[src/rtl/branch_ctrl_pkg.sv]
package branch_ctrl_pkg;
  typedef enum logic [1:0] {
    ACT_HOLD = 2'd0,
    ACT_STEP = 2'd1,
    ACT_LOAD = 2'd2
  } step_act_e;
endpackage

[src/rtl/cond_select.sv]
module cond_select #(
  parameter int N_STATES = 8,
  parameter int STATE_W  = $clog2(N_STATES)
) (
  input  logic [STATE_W-1:0]  sel_i,
  input  logic [N_STATES-1:0] cond_i,
  output logic                hit_o
);
  always_comb begin
    hit_o = 1'b0;
    for (int k = 0; k < N_STATES; k++) begin
      if (sel_i == STATE_W'(k)) hit_o = cond_i[k];
    end
  end
endmodule

[src/rtl/fn_decoder.sv]
module fn_decoder #(
  parameter int                N_STATES = 8,
  parameter int                STATE_W  = $clog2(N_STATES),
  parameter logic [N_STATES-1:0] MASK   = '1
) (
  input  logic                en_i,
  input  logic [STATE_W-1:0]  addr_i,
  output logic [N_STATES-1:0] fn_no_o
);
  for (genvar k = 0; k < N_STATES; k++) begin : g_line
    if (MASK[k]) begin : g_used
      assign fn_no_o[k] = ~(en_i && (addr_i == STATE_W'(k)));
    end else begin : g_tied
      assign fn_no_o[k] = 1'b1;
    end
  end
endmodule

[src/rtl/jump_encoder.sv]
module jump_encoder #(
  parameter int                          N_STATES = 8,
  parameter int                          STATE_W  = $clog2(N_STATES),
  parameter logic [N_STATES*STATE_W-1:0] JUMP_TGT = '0
) (
  input  logic [N_STATES-1:0] sec_fn_no_i,
  output logic                load_o,
  output logic [STATE_W-1:0]  addr_o
);
  // target bits are wired-OR of active secondary lines
  always_comb begin
    load_o = 1'b0;
    addr_o = '0;
    for (int k = 0; k < N_STATES; k++) begin
      if (!sec_fn_no_i[k]) begin
        load_o = 1'b1;
        addr_o = addr_o | JUMP_TGT[k*STATE_W +: STATE_W];
      end
    end
  end
endmodule

[src/rtl/state_counter.sv]
module state_counter
  import branch_ctrl_pkg::*;
#(
  parameter int N_STATES = 8,
  parameter int STATE_W  = $clog2(N_STATES)
) (
  input  logic               clk_i,
  input  logic               rst_ni,
  input  logic               load_i,
  input  logic               inc_i,
  input  logic [STATE_W-1:0] load_addr_i,
  output logic [STATE_W-1:0] state_o
);
  localparam logic [STATE_W-1:0] LAST = STATE_W'(N_STATES - 1);

  step_act_e           act;
  logic [STATE_W-1:0]  state_q;
  logic [STATE_W-1:0]  state_d;

  // load wins over increment
  always_comb begin
    if (load_i)     act = ACT_LOAD;
    else if (inc_i) act = ACT_STEP;
    else            act = ACT_HOLD;
  end

  always_comb begin
    unique case (act)
      ACT_LOAD: state_d = load_addr_i;
      ACT_STEP: state_d = (state_q == LAST) ? '0 : state_q + 1'b1;
      default:  state_d = state_q;
    endcase
  end

  always_ff @(posedge clk_i or negedge rst_ni) begin
    if (!rst_ni) state_q <= '0;
    else         state_q <= state_d;
  end

  assign state_o = state_q;
endmodule

[src/rtl/branch_seq_ctrl.sv]
module branch_seq_ctrl #(
  parameter int                          N_STATES = 8,
  parameter int                          STATE_W  = $clog2(N_STATES),
  parameter logic [N_STATES-1:0]         SEC_MASK = 8'b1010_1010,
  parameter logic [N_STATES*STATE_W-1:0] JUMP_TGT = 24'b000_000_110_000_110_000_100_000
) (
  input  logic                clk_i,
  input  logic                rst_ni,
  input  logic [N_STATES-1:0] cond_i,
  output logic [N_STATES-1:0] prim_fn_no_o,
  output logic [N_STATES-1:0] sec_fn_no_o
);
  logic [STATE_W-1:0] state_q;
  logic [STATE_W-1:0] jump_addr;
  logic               cond_hit;
  logic               jump_load;

  cond_select #(.N_STATES(N_STATES), .STATE_W(STATE_W)) i_cond_select (
    .sel_i  (state_q),
    .cond_i (cond_i),
    .hit_o  (cond_hit)
  );

  fn_decoder #(.N_STATES(N_STATES), .STATE_W(STATE_W), .MASK('1)) i_prim_dec (
    .en_i    (cond_hit),
    .addr_i  (state_q),
    .fn_no_o (prim_fn_no_o)
  );

  fn_decoder #(.N_STATES(N_STATES), .STATE_W(STATE_W), .MASK(SEC_MASK)) i_sec_dec (
    .en_i    (~cond_hit),
    .addr_i  (state_q),
    .fn_no_o (sec_fn_no_o)
  );

  jump_encoder #(.N_STATES(N_STATES), .STATE_W(STATE_W), .JUMP_TGT(JUMP_TGT)) i_jump_enc (
    .sec_fn_no_i (sec_fn_no_o),
    .load_o      (jump_load),
    .addr_o      (jump_addr)
  );

  state_counter #(.N_STATES(N_STATES), .STATE_W(STATE_W)) i_state_counter (
    .clk_i       (clk_i),
    .rst_ni      (rst_ni),
    .load_i      (jump_load),
    .inc_i       (cond_hit),
    .load_addr_i (jump_addr),
    .state_o     (state_q)
  );
endmodule

[config.mk]
export PLATFORM = sky130hd
export DESIGN_NAME = branch_seq_ctrl
export DESIGN_NICKNAME = d
export VERILOG_FILES = /design/src/rtl/branch_ctrl_pkg.sv /design/src/rtl/cond_select.sv /design/src/rtl/fn_decoder.sv /design/src/rtl/jump_encoder.sv /design/src/rtl/state_counter.sv /design/src/rtl/branch_seq_ctrl.sv
export SDC_FILE = /design/constraint.sdc
export NUM_CORES = 1
export LEC_CHECK = 0
export CAP_MARGIN = 20
export CORE_AREA = 2 2 39 41
export CTS_BUF_LIST = sky130_fd_sc_hd__clkbuf_2
export CTS_CLUSTER_SIZE = 8
export DETAILED_ROUTE_END_ITERATION = 8
export DIE_AREA = 0 0 41 43
export PLACE_DENSITY = 0.9
export REMOVE_ABC_BUFFERS = 1
export SYNTH_ARGS = -nofsm -noshare
export SYNTH_HDL_FRONTEND = slang
export SYNTH_SLANG_ARGS = --single-unit
[constraint.sdc]
create_clock -name clk_i -period 3.42 [get_ports clk_i]
set_input_delay 0.342 -clock clk_i [delete_from_list [all_inputs] [get_ports clk_i]]
set_output_delay 0.342 -clock clk_i [all_outputs]
set_load 0.05 [all_outputs]
==> results_dict.tcl, run 1 <==
set metrics [dict create \
    ir_worst_vdd_mv 0.4912 \
    syn_avg_cell_area_sq_um 8.312 \
    grt_max_degree 13 \
    drc_errors 0 \
    dr_total_vias 566 \
    wl_mm 1.388 \
    wl_met2_um 714 \
    synth.yosys.seq_area_share_pct 12.90 \
    total_power_mw 0.8757 \
    synth_seq_cells 3 \
    yosysWarnings 0 \
    drt_iter0_drc 8 \
    postCtsHoldBufs 0 \
    synthToLayoutAreaGrowth_pct 35.48 \
    crit_path_start_kind "register" \
    grt_pass1_vias 575 \
    tightest_slew_ns 0.5124 \
    min_period_over_period_pct 86.19 \
    hpwl_mm 1.124 \
    post_cts_buffers 0 \
    finalSetupViolCount 0 \
    die_w_um 41 \
    initial_core_util_pct 42.04 \
    dr.pass1.iters 4 \
    wl_per_cell_um 12.97 \
    core_area_sq_um 1384 \
    max_freq_ghz 0.3393 \
    wl_met3_um 114 \
    critPathCaptureType "output port" \
    post-place-cells 103 \
    status "finished clean" \
    largest_reg_flops 3 \
    clockBufferDepth 2 \
    cts_tree "done" \
    htreeDepth 1 \
    post-route-cell-area_sq_um 788.3 \
    fin_cells 107 \
    synth_area_sq_um 581.8 \
    final_nets 108 \
    p_leak_nw 0.3427 \
    overflow 0 \
    topRoutingLayerUsed "met4" \
    reg2reg_slack_ns 1.16 \
    finalWeightedCongestion 0.8868 \
    placed_area_sq_um 750.7 \
    layout_setup_ws_ns 0.4724 \
    dieArea_sq_um 1763 \
    crit_start "i_state_counter.state_o[0]" \
    dieHeight_um 43 \
    pwr_density_cell_nw_per_um2 1111 \
    hold_violations 0 \
    period_minus_slack_ns 2.948 \
    via_per_inst 5.290 \
    ff2ff_path_depth 7 \
    tns_ns 0 \
    ant_nets 0 \
    r2r-start "i_state_counter.state_o[0]" \
    clock_sinks 3 \
    worstPathArrival_ns 2.61 \
    fin_util_pct 56.96 \
    boundaryPins 26 \
    r2r-end "i_state_counter.state_o[2]" \
    track_usage_pct 19.23 \
    critical_path_class "reg -> out" \
    synth_top_cell_by_area "dfrtp_1" \
    grt_pass1_wl_mm 2.290 \
    row_count 14 \
    skew_ns 0.0008918 \
    antenna_cells 0 \
    clock_latency_ns 0.20 \
    rsz0062_at_grt "no" \
    cap_violations 0 \
    hp-class "in -> async" \
    antenna_found_initial 0 \
    clk_pin_slew_worst_paths_ns 0.04 \
    dp_slack_ns 0.2993 \
    yosysTopAreaCellShare_pct 12.90 \
    cts_buffers 3 \
    io_buffers 21 \
    yosysUniqueCellTypes 30 \
    finalMaxSlewViolations 0 \
    clock-root-buffer "clkbuf_2" \
    worstPathRequired_ns 3.08 \
    cp_max_fo 11 \
    syn-instance-count 70 \
    synth.area.top_cells "dfrtp_1 (13%), ha_1 (13%), buf_6 (7.7%)" \
    whs_ns 0.3190 \
    wl_met1_um 537 \
    drive_above_1_share_pct 14.29 \
    slew_headroom_pct 65.78 \
]
## layout make-up
type                            count  area (sq um)
Tap cell                           16         20.02
Inverter                            5         18.77
Timing Repair Buffer               22         230.2
Multi-Input combinational cell     57         424.2
Fill cell                         131         595.6
Sequential cell                     3         75.07
Clock buffer                        4         20.02
## cells in the final DEF (no fill, tap or decap)
cell / count
nand3b_4: 1
a21oi_1: 3
clkdlybuf4s50_1: 12
a211oi_1: 2
nand3_1: 5
conb_1: 4
clkbuf_2: 4
nor2b_1: 1
and2_2: 2
inv_1: 5
o32ai_1: 1
nand2b_1: 3
o21ai_0: 2
o311ai_1: 1
a21oi_2: 1
nand3b_1: 2
dlymetal6s2s_1: 7
a22oi_2: 1
o31a_1: 2
nand2_1: 7
a21o_1: 1
buf_4: 3
a2111oi_4: 1
a2bb2oi_1: 1
ha_1: 6
a32oi_1: 1
nor2_1: 2
mux2i_1: 2
and2b_1: 2
dfrtp_1: 3
or3_1: 1
nor3_1: 2
## where the power goes
group,internal (mW),leakage (nW),switching (mW)
sequential,0.0569,0.0348,0.0147
clock,0.0309,0.0166,0.0179
combinational,0.283,0.291,0.472
total,0.371,0.343,0.505
## layer usage
layer | GRT usage, % | up-vias
li1 | - | 280
met1 | 21.10 | 254
met2 | 30.31 | 30
met3 | 4.188 | 2
met4 | 14.00 | 0
met5 | 0 | -
## kinds of logic after synthesis
family | share of synthesized area, %
muxes | 3.441
buffers and inverters | 16.13
adders and majority gates | 12.90
and+or+nand+nor | 28.39
DFF | 12.90
AOI/OAI and AO/OA | 25.59
other | 0.6445
## critical path: stages (launching register included)
cell	delay [ns]
dfrtp_1	0.40
ha_1	0.23
ha_1	0.31
a22oi_2	0.29
o311ai_1	0.15
o31a_1	0.38
or3_1	0.33
dlymetal6s2s_1	0.31
## cell usage after synthesis
cell       instances
nand2_1            7
ha_1               6
inv_1              5
nand3_1            5
buf_4              4
buf_6              4
a21oi_1            3
dfrtp_1            3
nand2b_1           3
a211oi_1           2
and2_2             2
and2b_1            2
mux2i_1            2
nand3b_1           2
nor2_1             2
nor3_1             2
o21ai_0            2
o31a_1             2
a2111oi_4          1
a21o_1             1
a21oi_2            1
a22oi_2            1
a2bb2oi_1          1
a32oi_1            1
conb_1             1
nand3b_4           1
nor2b_1            1
o311ai_1           1
o32ai_1            1
or3_1              1
## how the worst max path moves through the flow
stage / end / slack [ns] / depth (start not counted)
3_5_place_dp: sec_fn_no_o[5] / 0.30 / 7
6_report: sec_fn_no_o[5] / 0.47 / 7
4_1_cts: sec_fn_no_o[5] / 0.07 / 7
5_1_grt: sec_fn_no_o[5] / 0.23 / 7
3_3_place_gp: sec_fn_no_o[5] / 0.35 / 7
2_1_floorplan: sec_fn_no_o[5] / 0.81 / 6
## timing repair
item / in CTS / in global routing
hold endpoints to repair: 0 / 0
gates resized for setup: 0 / 7
setup endpoints to repair: 0 / 7
No activity file was read; power rests on OpenSTA's default activity.
==> inputs of run 2 (changes only) <==
RECOVER_POWER = 100   (was default)
==> results_dict.tcl, run 2 (synthesis gave the netlist of run 1 again) <==
set metrics [dict create \
    clk_pin_slew_worst_paths_ns 0.04 \
    grt_max_degree 13 \
    ir_worst_vdd_mv 0.4819 \
    io_buffers 21 \
    core_area_sq_um 1384 \
    clockBufferDepth 2 \
    hp-class "in -> async" \
    clock-root-buffer "clkbuf_2" \
    tightest_slew_ns 0.6089 \
    min_period_over_period_pct 88.75 \
    post-place-cells 103 \
    p_leak_nw 0.3055 \
    dr_total_vias 562 \
    ant_nets 0 \
    cts_buffers 3 \
    finalWeightedCongestion 0.8868 \
    synthToLayoutAreaGrowth_pct 23.01 \
    htreeDepth 1 \
    drive_above_1_share_pct 12.09 \
    grt_pass1_wl_mm 2.290 \
    critPathCaptureType "output port" \
    finalSetupViolCount 0 \
    largest_reg_flops 3 \
    antenna_cells 0 \
    skew_ns 0.0008919 \
    final_cell_mix "clkdlybuf4s50_1 (8), nand2_1 (7), clkbuf_1 (7), ha_1 (6)" \
    worstPathArrival_ns 2.69 \
    drt_iter0_drc 8 \
    overflow 0 \
    row_count 14 \
    drc_errors 0 \
    antenna_found_initial 0 \
    rsz0062_at_grt "no" \
    cap_violations 0 \
    pwr_density_cell_nw_per_um2 1168 \
    wl_per_cell_um 13.08 \
    die_w_um 41 \
    final_common_cell "clkdlybuf4s50_1" \
    wl_mm 1.400 \
    max_stage_delay_ns 0.47 \
    cp_max_fo 11 \
    hpwl_mm 1.124 \
    final_nets 108 \
    clock_sinks 3 \
    postCtsHoldBufs 0 \
    cts_tree "done" \
    period_minus_slack_ns 3.035 \
    tns_ns 0 \
    ff2ff_path_depth 7 \
    path_buf_inv 1 \
    layout_setup_ws_ns 0.3847 \
    dieArea_sq_um 1763 \
    grt_pass1_vias 575 \
    hold_violations 0 \
    initial_core_util_pct 42.04 \
    via_per_inst 5.252 \
    dieHeight_um 43 \
    worst-path-stages 7 \
    max_freq_ghz 0.3295 \
    worstPathCellList "ha_1 > ha_1 > a22oi_1 > o311ai_1 > o31a_1 > nand2b_1 > buf_1" \
    clock_latency_ns 0.20 \
    crit_family "compound AO/OA/AOI/OAI gates" \
    track_usage_pct 19.23 \
    worst_path_most_repeated_cell "ha_1" \
    finalMaxSlewViolations 0 \
    status "finished clean" \
    dr.pass1.iters 4 \
    slowest_stage "buf_1" \
    fin_cells 107 \
    critical_path_class "reg -> out" \
    worstPathRequired_ns 3.08 \
    boundaryPins 26 \
    crit_path_start_kind "register" \
    slew_headroom_pct 59.58 \
    dp_slack_ns 0.2993 \
]
run 2: repair_timing:
action                                  in CTS  in global routing
endpoints found under the setup margin       0                  7
gates resized for setup                      0                  7
buffers inserted                             0                  0
run 2: per-layer routing:
metal / track usage (%) / wire length (um) / up-vias
li1: - / - / 280
met1: 21.10 / 557 / 250
met2: 30.31 / 705 / 30
met3: 4.188 / 115 / 2
met4: 14.00 / 21 / 0
met5: 0 / 0 / -
run 2: final cells by class:
class | instances | area (sq um)
Multi-Input combinational cell | 57 | 419.2
Sequential cell | 3 | 75.07
Inverter | 5 | 18.77
Fill cell | 136 | 668.1
Tap cell | 16 | 20.02
Timing Repair Buffer | 22 | 162.7
Clock buffer | 4 | 20.02
run 2: worst reg2reg max path, stage by stage (launching register included):
cell,delay (ns)
dfrtp_1,0.40
ha_1,0.23
ha_1,0.30
a22oi_1,0.34
o311ai_1,0.17
o31a_1,0.38
and2_2,0.24
o32ai_1,0.15
run 2: final timing paths:
kind / end / startpoint / slack (ns)
worst max-delay path: sec_fn_no_o[3] / i_state_counter.state_o[0] / 0.38
worst min-delay path: i_state_counter.state_o[1] / rst_ni / 0.39
worst max register to register: i_state_counter.state_o[2] / i_state_counter.state_o[0] / 1.09
worst min register to register: i_state_counter.state_o[0] / i_state_counter.state_o[0] / 0.60
max in group asynchronous: i_state_counter.state_o[0] / rst_ni / 2.89
min in group clk_i: i_state_counter.state_o[0] / i_state_counter.state_o[0] / 0.60
run 2: stage by stage:
step | power, mW | util (%) | hold slack (ns) | cell area [sq um]
5_1_grt | 0.9095 | 51.72 | 0.3739 | 715.7
3_5_place_dp | 0.8246 | 54.25 | 0.5327 | 750.7
4_1_cts | 0.8786 | 55.70 | 0.3049 | 770.7
3_3_place_gp | 0.8000 | 54.25 | 0.5300 | 750.7
6_report | 0.8360 | 51.72 | 0.3885 | 715.7
2_1_floorplan | 0.6341 | - | 0.04641 | 518.0
run 2: power by group:
part,switching [mW],internal [mW],total (mW)
clock,0.0179,0.0309,0.0487
combinational,0.470,0.246,0.716
sequential,0.0147,0.0569,0.0716
total,0.503,0.333,0.836
